### src/rtl/qalign_pkg.sv
package qalign_pkg;

  // Fill state of the stream buffer
  typedef enum logic {
    FILL_EMPTY  = 1'b0,
    FILL_PRIMED = 1'b1
  } fill_e;

  // Position of output lane j inside the {newer, older} pair for offset k
  function automatic int unsigned pair_lane(input int unsigned j, input int unsigned k);
    return j + k;
  endfunction

endpackage

### src/rtl/qalign_ctl.sv
module qalign_ctl
  import qalign_pkg::*;
#(
  parameter int OFF_W = 2
) (
  input  logic             clk,
  input  logic             rst_n,
  input  logic             flush,
  input  logic             accept,
  input  logic [OFF_W-1:0] in_offset,
  output logic             primed,
  output logic [OFF_W-1:0] cur_off,
  output logic             emit
);

  fill_e            fill_q;
  logic [OFF_W-1:0] off_q;

  always_ff @(posedge clk or negedge rst_n) begin
    if (!rst_n) begin
      fill_q <= FILL_EMPTY;
      off_q  <= '0;
    end else if (flush) begin
      fill_q <= FILL_EMPTY;
    end else if (accept && fill_q == FILL_EMPTY) begin
      fill_q <= FILL_PRIMED;
      off_q  <= in_offset;
    end
  end

  assign primed  = (fill_q == FILL_PRIMED);
  assign cur_off = primed ? off_q : in_offset;
  // A fetch yields output unless it is the filling fetch of a nonzero offset
  assign emit    = accept && (primed || in_offset == '0);

  // The captured offset is locked for the whole stream
  assert_offset_locked_R2: assert property (@(posedge clk) disable iff (!rst_n)
    primed && !flush |=> primed && $stable(off_q));

  // A flush returns the buffer to empty
  assert_flush_empties_R8: assert property (@(posedge clk) disable iff (!rst_n)
    flush |=> !primed);

endmodule

### src/rtl/qalign_hold.sv
module qalign_hold #(
  parameter int QW = 128
) (
  input  logic          clk,
  input  logic          rst_n,
  input  logic          accept,
  input  logic [QW-1:0] in_data,
  output logic [QW-1:0] older
);

  always_ff @(posedge clk or negedge rst_n) begin
    if (!rst_n)      older <= '0;
    else if (accept) older <= in_data;
  end

  // The kept quad only changes on an accepted fetch
  assert_hold_stable_R6: assert property (@(posedge clk) disable iff (!rst_n)
    !accept |=> $stable(older));

endmodule

### src/rtl/qalign_shift.sv
module qalign_shift
  import qalign_pkg::*;
#(
  parameter int WORD_W = 32,
  parameter int LANES  = 4,
  parameter int OFF_W  = 2
) (
  input  logic [LANES*WORD_W-1:0] older,
  input  logic [LANES*WORD_W-1:0] newer,
  input  logic [OFF_W-1:0]        off,
  output logic [LANES*WORD_W-1:0] merged
);

  localparam int QW = LANES * WORD_W;

  logic [2*QW-1:0] pair;
  assign pair = {newer, older};

  for (genvar j = 0; j < LANES; j++) begin : g_lane
    always_comb begin
      int unsigned src;
      src = pair_lane(j, 32'(off));
      if (off == '0) merged[j*WORD_W +: WORD_W] = newer[j*WORD_W +: WORD_W];
      else           merged[j*WORD_W +: WORD_W] = pair[src*WORD_W +: WORD_W];
    end
  end

  // Top lane always comes from the newer quad when an offset is in force
  always_comb begin
    if (off != '0)
      assert_top_lane_new_R4: assert (merged[QW-1 -: WORD_W] ==
                                       newer[(32'(off)-1)*WORD_W +: WORD_W]);
  end

endmodule

### src/rtl/qalign_outreg.sv
module qalign_outreg #(
  parameter int QW = 128
) (
  input  logic          clk,
  input  logic          rst_n,
  input  logic          flush,
  input  logic          load,
  input  logic [QW-1:0] load_data,
  input  logic          drain,
  output logic          vld,
  output logic [QW-1:0] data
);

  always_ff @(posedge clk or negedge rst_n) begin
    if (!rst_n) begin
      vld  <= 1'b0;
      data <= '0;
    end else if (flush) begin
      vld  <= 1'b0;
    end else if (load) begin
      vld  <= 1'b1;
      data <= load_data;
    end else if (drain) begin
      vld  <= 1'b0;
    end
  end

  // Stalled output keeps its quad
  assert_stall_hold_R7: assert property (@(posedge clk) disable iff (!rst_n)
    vld && !drain && !flush |=> vld && $stable(data));

  // A held quad is dropped by flush
  assert_flush_drop_R8: assert property (@(posedge clk) disable iff (!rst_n)
    flush |=> !vld);

endmodule

### src/rtl/qalign_buf.sv
module qalign_buf #(
  parameter int WORD_W = 32,
  parameter int LANES  = 4
) (
  input  logic                    clk,
  input  logic                    rst_n,
  input  logic                    flush,
  input  logic                    in_valid,
  output logic                    in_ready,
  input  logic [LANES*WORD_W-1:0] in_data,
  input  logic [$clog2(LANES)-1:0] in_offset,
  output logic                    out_valid,
  input  logic                    out_ready,
  output logic [LANES*WORD_W-1:0] out_data
);

  localparam int QW    = LANES * WORD_W;
  localparam int OFF_W = $clog2(LANES);

  // Named internal events
  logic             accept;
  logic             emit;
  logic             prime_only;
  logic             primed;
  logic [OFF_W-1:0] cur_off;
  logic [QW-1:0]    older;
  logic [QW-1:0]    merged;

  assign in_ready   = !flush && (!out_valid || out_ready);
  assign accept     = in_valid && in_ready;
  assign prime_only = accept && !emit;

  qalign_ctl #(.OFF_W(OFF_W)) u_ctl (
    .clk      (clk),
    .rst_n    (rst_n),
    .flush    (flush),
    .accept   (accept),
    .in_offset(in_offset),
    .primed   (primed),
    .cur_off  (cur_off),
    .emit     (emit)
  );

  qalign_hold #(.QW(QW)) u_hold (
    .clk    (clk),
    .rst_n  (rst_n),
    .accept (accept),
    .in_data(in_data),
    .older  (older)
  );

  qalign_shift #(.WORD_W(WORD_W), .LANES(LANES), .OFF_W(OFF_W)) u_shift (
    .older (older),
    .newer (in_data),
    .off   (cur_off),
    .merged(merged)
  );

  qalign_outreg #(.QW(QW)) u_out (
    .clk      (clk),
    .rst_n    (rst_n),
    .flush    (flush),
    .load     (emit),
    .load_data(merged),
    .drain    (out_ready),
    .vld      (out_valid),
    .data     (out_data)
  );

  // Filling fetch gives no output
  assert_prime_silent_R3: assert property (@(posedge clk) disable iff (!rst_n)
    prime_only |=> !out_valid);

  // Offset zero passes the fetch straight through
  assert_zero_pass_R5: assert property (@(posedge clk) disable iff (!rst_n)
    accept && cur_off == '0 |=> out_valid && out_data == $past(in_data));

  // Every emitting fetch shows up next cycle
  assert_emit_visible_R6: assert property (@(posedge clk) disable iff (!rst_n)
    emit |=> out_valid);

  // A stalled consumer blocks new fetches
  assert_no_overrun_R7: assert property (@(posedge clk) disable iff (!rst_n)
    out_valid && !out_ready |-> !accept);

  // Flush blocks acceptance
  assert_flush_blocks_R9: assert property (@(posedge clk) disable iff (!rst_n)
    flush |-> !accept);

  // Output only appears after an emitting fetch
  assert_no_phantom_R6: assert property (@(posedge clk) disable iff (!rst_n)
    !out_valid && !emit |=> !out_valid);

endmodule

### config.mk
export PLATFORM = sky130hd
export DESIGN_NAME = qalign_buf
export DESIGN_NICKNAME = d
export VERILOG_FILES = /design/src/rtl/qalign_pkg.sv /design/src/rtl/qalign_ctl.sv /design/src/rtl/qalign_hold.sv /design/src/rtl/qalign_shift.sv /design/src/rtl/qalign_outreg.sv /design/src/rtl/qalign_buf.sv
export SDC_FILE = /design/constraint.sdc
export NUM_CORES = 1
export LEC_CHECK = 0
export ABC_CLOCK_PERIOD_IN_PS = 2000
export BUFFER_PORTS_ARGS = -buffer_cell sky130_fd_sc_hd__buf_4
export CORE_MARGIN = 8
export CORE_UTILIZATION = 25
export CTS_CLUSTER_DIAMETER = 50
export DETAILED_ROUTE_END_ITERATION = 12
export PLACE_DENSITY = 0.49
export SYNTH_ARGS = -nofsm -noshare
export SYNTH_HDL_FRONTEND = slang
export SYNTH_SLANG_ARGS = --single-unit
### constraint.sdc
create_clock -name clk -period 2 [get_ports clk]
set_input_delay 0.1 -clock clk [delete_from_list [all_inputs] [get_ports clk]]
set_output_delay 0.1 -clock clk [all_outputs]
set_load 0.005 [all_outputs]
==> impl_results.html <==
<table>
<tr><th>Metric</th><th>Value</th></tr>
<tr><th colspan="2">Timing</th></tr>
<tr><td>Minimum clock period</td><td>1840 ps</td></tr>
<tr><td>Final slew viol count</td><td>0</td></tr>
<tr><td>Slew @ Worst Pin</td><td>517 ps</td></tr>
<tr><td>Relative slew slack</td><td>65.6%</td></tr>
<tr><td>Maximum clock frequency</td><td>542 MHz</td></tr>
<tr><td>Final sum of negative setup slack</td><td>0 ps</td></tr>
<tr><td>Largest clock skew in the final design</td><td>15.1 ps</td></tr>
<tr><td>Final setup violation count</td><td>0</td></tr>
<tr><td>Period utilisation layout</td><td>92.2%</td></tr>
<tr><td>Count of final hold-check violations</td><td>0</td></tr>
<tr><td>Unrepaired setup endpoints after global routing</td><td>no</td></tr>
<tr><th colspan="2">Setup path</th></tr>
<tr><td>Crit path buf inv count</td><td>2</td></tr>
<tr><td>Crit-path cells</td><td>nor2b_4 -&gt; buf_12 -&gt; nor2_2 -&gt; buf_4</td></tr>
<tr><td>Crit. End Element</td><td>primary output</td></tr>
<tr><td>Maximum fanout along the worst path</td><td>33</td></tr>
<tr><td>Endpoint arrival time on the critical path</td><td>1740 ps</td></tr>
<tr><td>Biggest cell delay along the critical path</td><td>370 ps</td></tr>
<tr><td>Kind of critical path</td><td>reg2out</td></tr>
<tr><td>Data required time of the critical path</td><td>1900 ps</td></tr>
<tr><td>Library cell contributing the largest single delay on the critical path</td><td>sky130_fd_sc_hd__nor2b_4</td></tr>
<tr><td>Crit path max-delay family</td><td>buffers and inverters</td></tr>
<tr><td>Kind of launch point of the worst setup path</td><td>flop</td></tr>
<tr><th colspan="2">Logic synthesis</th></tr>
<tr><td>Count of warnings emitted by yosys</td><td>0</td></tr>
<tr><td>Cell variety after synth</td><td>25</td></tr>
<tr><td>Gate count after technology mapping</td><td>966</td></tr>
<tr><td>EDFF count, synth</td><td>0</td></tr>
<tr><td>Post-synthesis sequential element count</td><td>228</td></tr>
<tr><td>Synth Area per Inst</td><td>12.7 µm²</td></tr>
<tr><td>Syn Nets</td><td>1101</td></tr>
<tr><td>Primary flip-flop cell chosen by synthesis mapping</td><td>sky130_fd_sc_hd__dfrtp_1</td></tr>
<tr><td>Post-synthesis sequential area ratio</td><td>46.6%</td></tr>
<tr><td>Syn Std Cell Area</td><td>0.0122 mm²</td></tr>
<tr><td>Async SR Flop Fraction</td><td>100%</td></tr>
<tr><th colspan="2">Cells and area</th></tr>
<tr><td># nets final</td><td>1476</td></tr>
<tr><td>Leading cell type in the layout, fill and taps excluded</td><td>sky130_fd_sc_hd__buf_4</td></tr>
<tr><td>Area growth from synthesis to final layout</td><td>44.5%</td></tr>
<tr><td>Commonest non-fill, non-tap cells in the layout</td><td>sky130_fd_sc_hd__buf_4, sky130_fd_sc_hd__mux2i_1, sky130_fd_sc_hd__dfrtp_1, sky130_fd_sc_hd__dlygate4sd3_1</td></tr>
<tr><td>Final cell count without fillers</td><td>1994</td></tr>
<tr><td>Number of fill cells</td><td>4727</td></tr>
<tr><td>Fraction of final layout cells sized beyond drive strength 1</td><td>30.2%</td></tr>
<tr><th colspan="2">Power</th></tr>
<tr><td>Combinational Power Share</td><td>30.0%</td></tr>
<tr><td>Share of power burned in the clock network</td><td>34.5%</td></tr>
<tr><td>PD cells</td><td>1090 mW/mm²</td></tr>
<tr><td>Highest ir drop seen on vdd</td><td>0.472 mV</td></tr>
<tr><td>Cell internal power dissipation</td><td>0.0134 W</td></tr>
<tr><td>Switching power summed over all nets</td><td>0.00582 W</td></tr>
<tr><td>Share of total power in sequential cells</td><td>35.5%</td></tr>
<tr><td>Static Leak</td><td>8.05 nW</td></tr>
<tr><td>Net switching fraction of the power</td><td>30.3%</td></tr>
<tr><th colspan="2">Drt</th></tr>
<tr><td>Count of antenna-violating nets left after detailed routing</td><td>0</td></tr>
<tr><td>Wirelength, routed</td><td>42900 µm</td></tr>
<tr><td>First DRT Iteration DRCs</td><td>656</td></tr>
<tr><td>DR pass1 iterations</td><td>4</td></tr>
<tr><td>Vias per cell</td><td>5.13</td></tr>
<tr><td>Highest metal used</td><td>met5</td></tr>
<tr><td>Drc violations</td><td>0</td></tr>
<tr><td>Met3 WL post-DR</td><td>1980 µm</td></tr>
<tr><td>Routed wl met2</td><td>20900 µm</td></tr>
<tr><td>WL per Instance</td><td>21.5 µm</td></tr>
<tr><td>Wire length on met1</td><td>19100 µm</td></tr>
<tr><td>Via count</td><td>10200</td></tr>
<tr><th colspan="2">Global routing</th></tr>
<tr><td>GRT overflow</td><td>0</td></tr>
<tr><td>Pin count of the biggest net entering global routing</td><td>73</td></tr>
<tr><td>Initial antenna violation count</td><td>4</td></tr>
<tr><td>Via count of the first global-routing pass</td><td>11300</td></tr>
<tr><td>Overall track demand over capacity in global routing</td><td>14.9%</td></tr>
<tr><td>Wire length of the first global-routing pass</td><td>67900 µm</td></tr>
<tr><th colspan="2">Floorplan</th></tr>
<tr><td>Die area</td><td>0.0563 mm²</td></tr>
<tr><td>Initial core utilization</td><td>25.1%</td></tr>
<tr><td>I/O pins</td><td>265</td></tr>
<tr><td>Core ar.</td><td>0.0486 mm²</td></tr>
<tr><td>Vert. Die Dim</td><td>237 µm</td></tr>
<tr><td>Row count</td><td>81</td></tr>
<tr><td>Die outline width</td><td>237 µm</td></tr>
<tr><th colspan="2">Job</th></tr>
<tr><td>Max Cap Viol</td><td>0</td></tr>
<tr><th colspan="2">Place</th></tr>
<tr><td>Count of buffers inserted at the top-level ports</td><td>264</td></tr>
<tr><td>RePlAce Congestion</td><td>0.749</td></tr>
<tr><td># placed instances</td><td>1789</td></tr>
<tr><td>Total half-perimeter wirelength after legalization and detailed placement</td><td>26800 µm</td></tr>
<tr><th colspan="2">Worst hold path</th></tr>
<tr><td>Classification of the worst-slack hold path</td><td>in2async</td></tr>
<tr><th colspan="2">Clock network</th></tr>
<tr><td>TritonCTS Sinks</td><td>228</td></tr>
<tr><td>TritonCTS clock tree</td><td>built</td></tr>
<tr><td>Maximum level of the CTS H-tree</td><td>2</td></tr>
<tr><td>Number of buffers created by CTS</td><td>38</td></tr>
<tr><td>Deepest clock path buffer count</td><td>3</td></tr>
<tr><td>Clk Tree Root Cell</td><td>sky130_fd_sc_hd__clkbuf_16</td></tr>
<tr><td>CTS clk-pin slew, worst paths</td><td>50 ps</td></tr>
<tr><td>Clock latency at the later pin of the worst-skew pair</td><td>540 ps</td></tr>
<tr><th colspan="2">Status</th></tr>
<tr><td>Result of the run</td><td>complete, no violations</td></tr>
</table>
==> path summary, 6_finish.rpt <==
path | cells past startpoint | endpoint | slack, ps | startpoint
worst min register to register | 1 | u_hold.older[34] | 480 | u_hold.older[34]
worst max register to register | 5 | u_out.data[16] | 170 | u_ctl.primed
worst min-delay path | 2 | u_out.data[66] | 90 | rst_n
min in group clk | 4 | u_out.vld | 220 | in_valid
max in group asynchronous | 3 | u_out.data[81] | 1200 | rst_n
worst max-delay path | 4 | in_ready | 160 | u_out.vld
==> cells by family after synthesis <==
| logic type | Yosys count | share of synthesized area (%) |
|---|---|---|
| AND/OR/NAND/NOR | 11 | 0.481 |
| buffers and inverters | 112 | 5.47 |
| multiplexers | 355 | 30.2 |
| flip-flops | 228 | 46.6 |
| AO/OA/AOI/OAI | 260 | 17.3 |
==> power groups by stage <==
stage / Clock [W] / Sequential (W) / Combinational [W]
floorplan: 0 / 0.00667 / 0.00291
global placement: 0 / 0.00688 / 0.00560
detailed placement: 0 / 0.00687 / 0.00564
CTS: 0.00683 / 0.00683 / 0.00587
global route: 0.00702 / 0.00698 / 0.00631
finish: 0.00661 / 0.00682 / 0.00576
==> routing by layer <==
layer	vias up	track usage (%)
li1	4649	-
met1	5278	18.8
met2	241	25.0
met3	66	3.42
met4	2	4.70
met5	-	0
==> registers in the layout, indices dropped and copies added (netlist names) <==
signal	cells
u_out.vld	1
u_hold.older	96
u_ctl.off_q	2
u_ctl.primed	1
u_out.data	128
==> synthesized netlist by cell type, types with 2 or more instances <==
library cell / count / area, µm²
sky130_fd_sc_hd__o31ai_1: 128 / 961
sky130_fd_sc_hd__buf_1: 15 / 56.3
sky130_fd_sc_hd__buf_6: 10 / 113
sky130_fd_sc_hd__mux2i_1: 256 / 2560
sky130_fd_sc_hd__nor2b_1: 3 / 18.8
sky130_fd_sc_hd__dfrtp_1: 228 / 5710
sky130_fd_sc_hd__mux2_2: 34 / 383
sky130_fd_sc_hd__nand2b_1: 2 / 12.5
sky130_fd_sc_hd__buf_8: 8 / 120
sky130_fd_sc_hd__o221ai_1: 128 / 1120
sky130_fd_sc_hd__mux2_1: 64 / 721
sky130_fd_sc_hd__buf_4: 16 / 120
sky130_fd_sc_hd__clkbuf_1: 50 / 188
sky130_fd_sc_hd__nor2_1: 2 / 7.51
sky130_fd_sc_hd__buf_2: 11 / 55.1
sky130_fd_sc_hd__nor3_1: 2 / 10.0
==> timing repair <==
item,4_1_cts,5_1_grt
buffers inserted,0,0
hold buffers,133,0
gates resized for setup,0,2
hold endpoints to repair,456,0
setup endpoints to repair,0,6
==> final cells by class <==
| cell class | count | area (µm²) | share of cell area, % |
|---|---|---|---|
| timing repair buffer | 446 | 4020 | 22.7 |
| antenna | 3 | 7.51 | 0.0425 |
| tap | 622 | 778 | 4.40 |
| inverter | 1 | 3.75 | 0.0212 |
| clock buffer | 54 | 1100 | 6.24 |
| multi-input combinational | 626 | 5890 | 33.3 |
| clock inverter | 14 | 171 | 0.970 |
| sequential | 228 | 5710 | 32.3 |
==> per-stage QoR <==
stage / total power (W) / area, µm² / hold WS, ps / util, % / worst slack (ps)
2_1_floorplan: 0.00958 / 12200 / -196 / - / 389
3_3_place_gp: 0.0125 / 15000 / 83.7 / 30.9 / 148
3_5_place_dp: 0.0125 / 15000 / 76.6 / 30.9 / 92.4
4_1_cts: 0.0195 / 17600 / 80.1 / 36.3 / 47.6
5_1_grt: 0.0203 / 17700 / 95.3 / 36.3 / 19.1
6_report: 0.0192 / 17700 / 90.6 / 36.3 / 156
(Power assumes the default switching activity.)
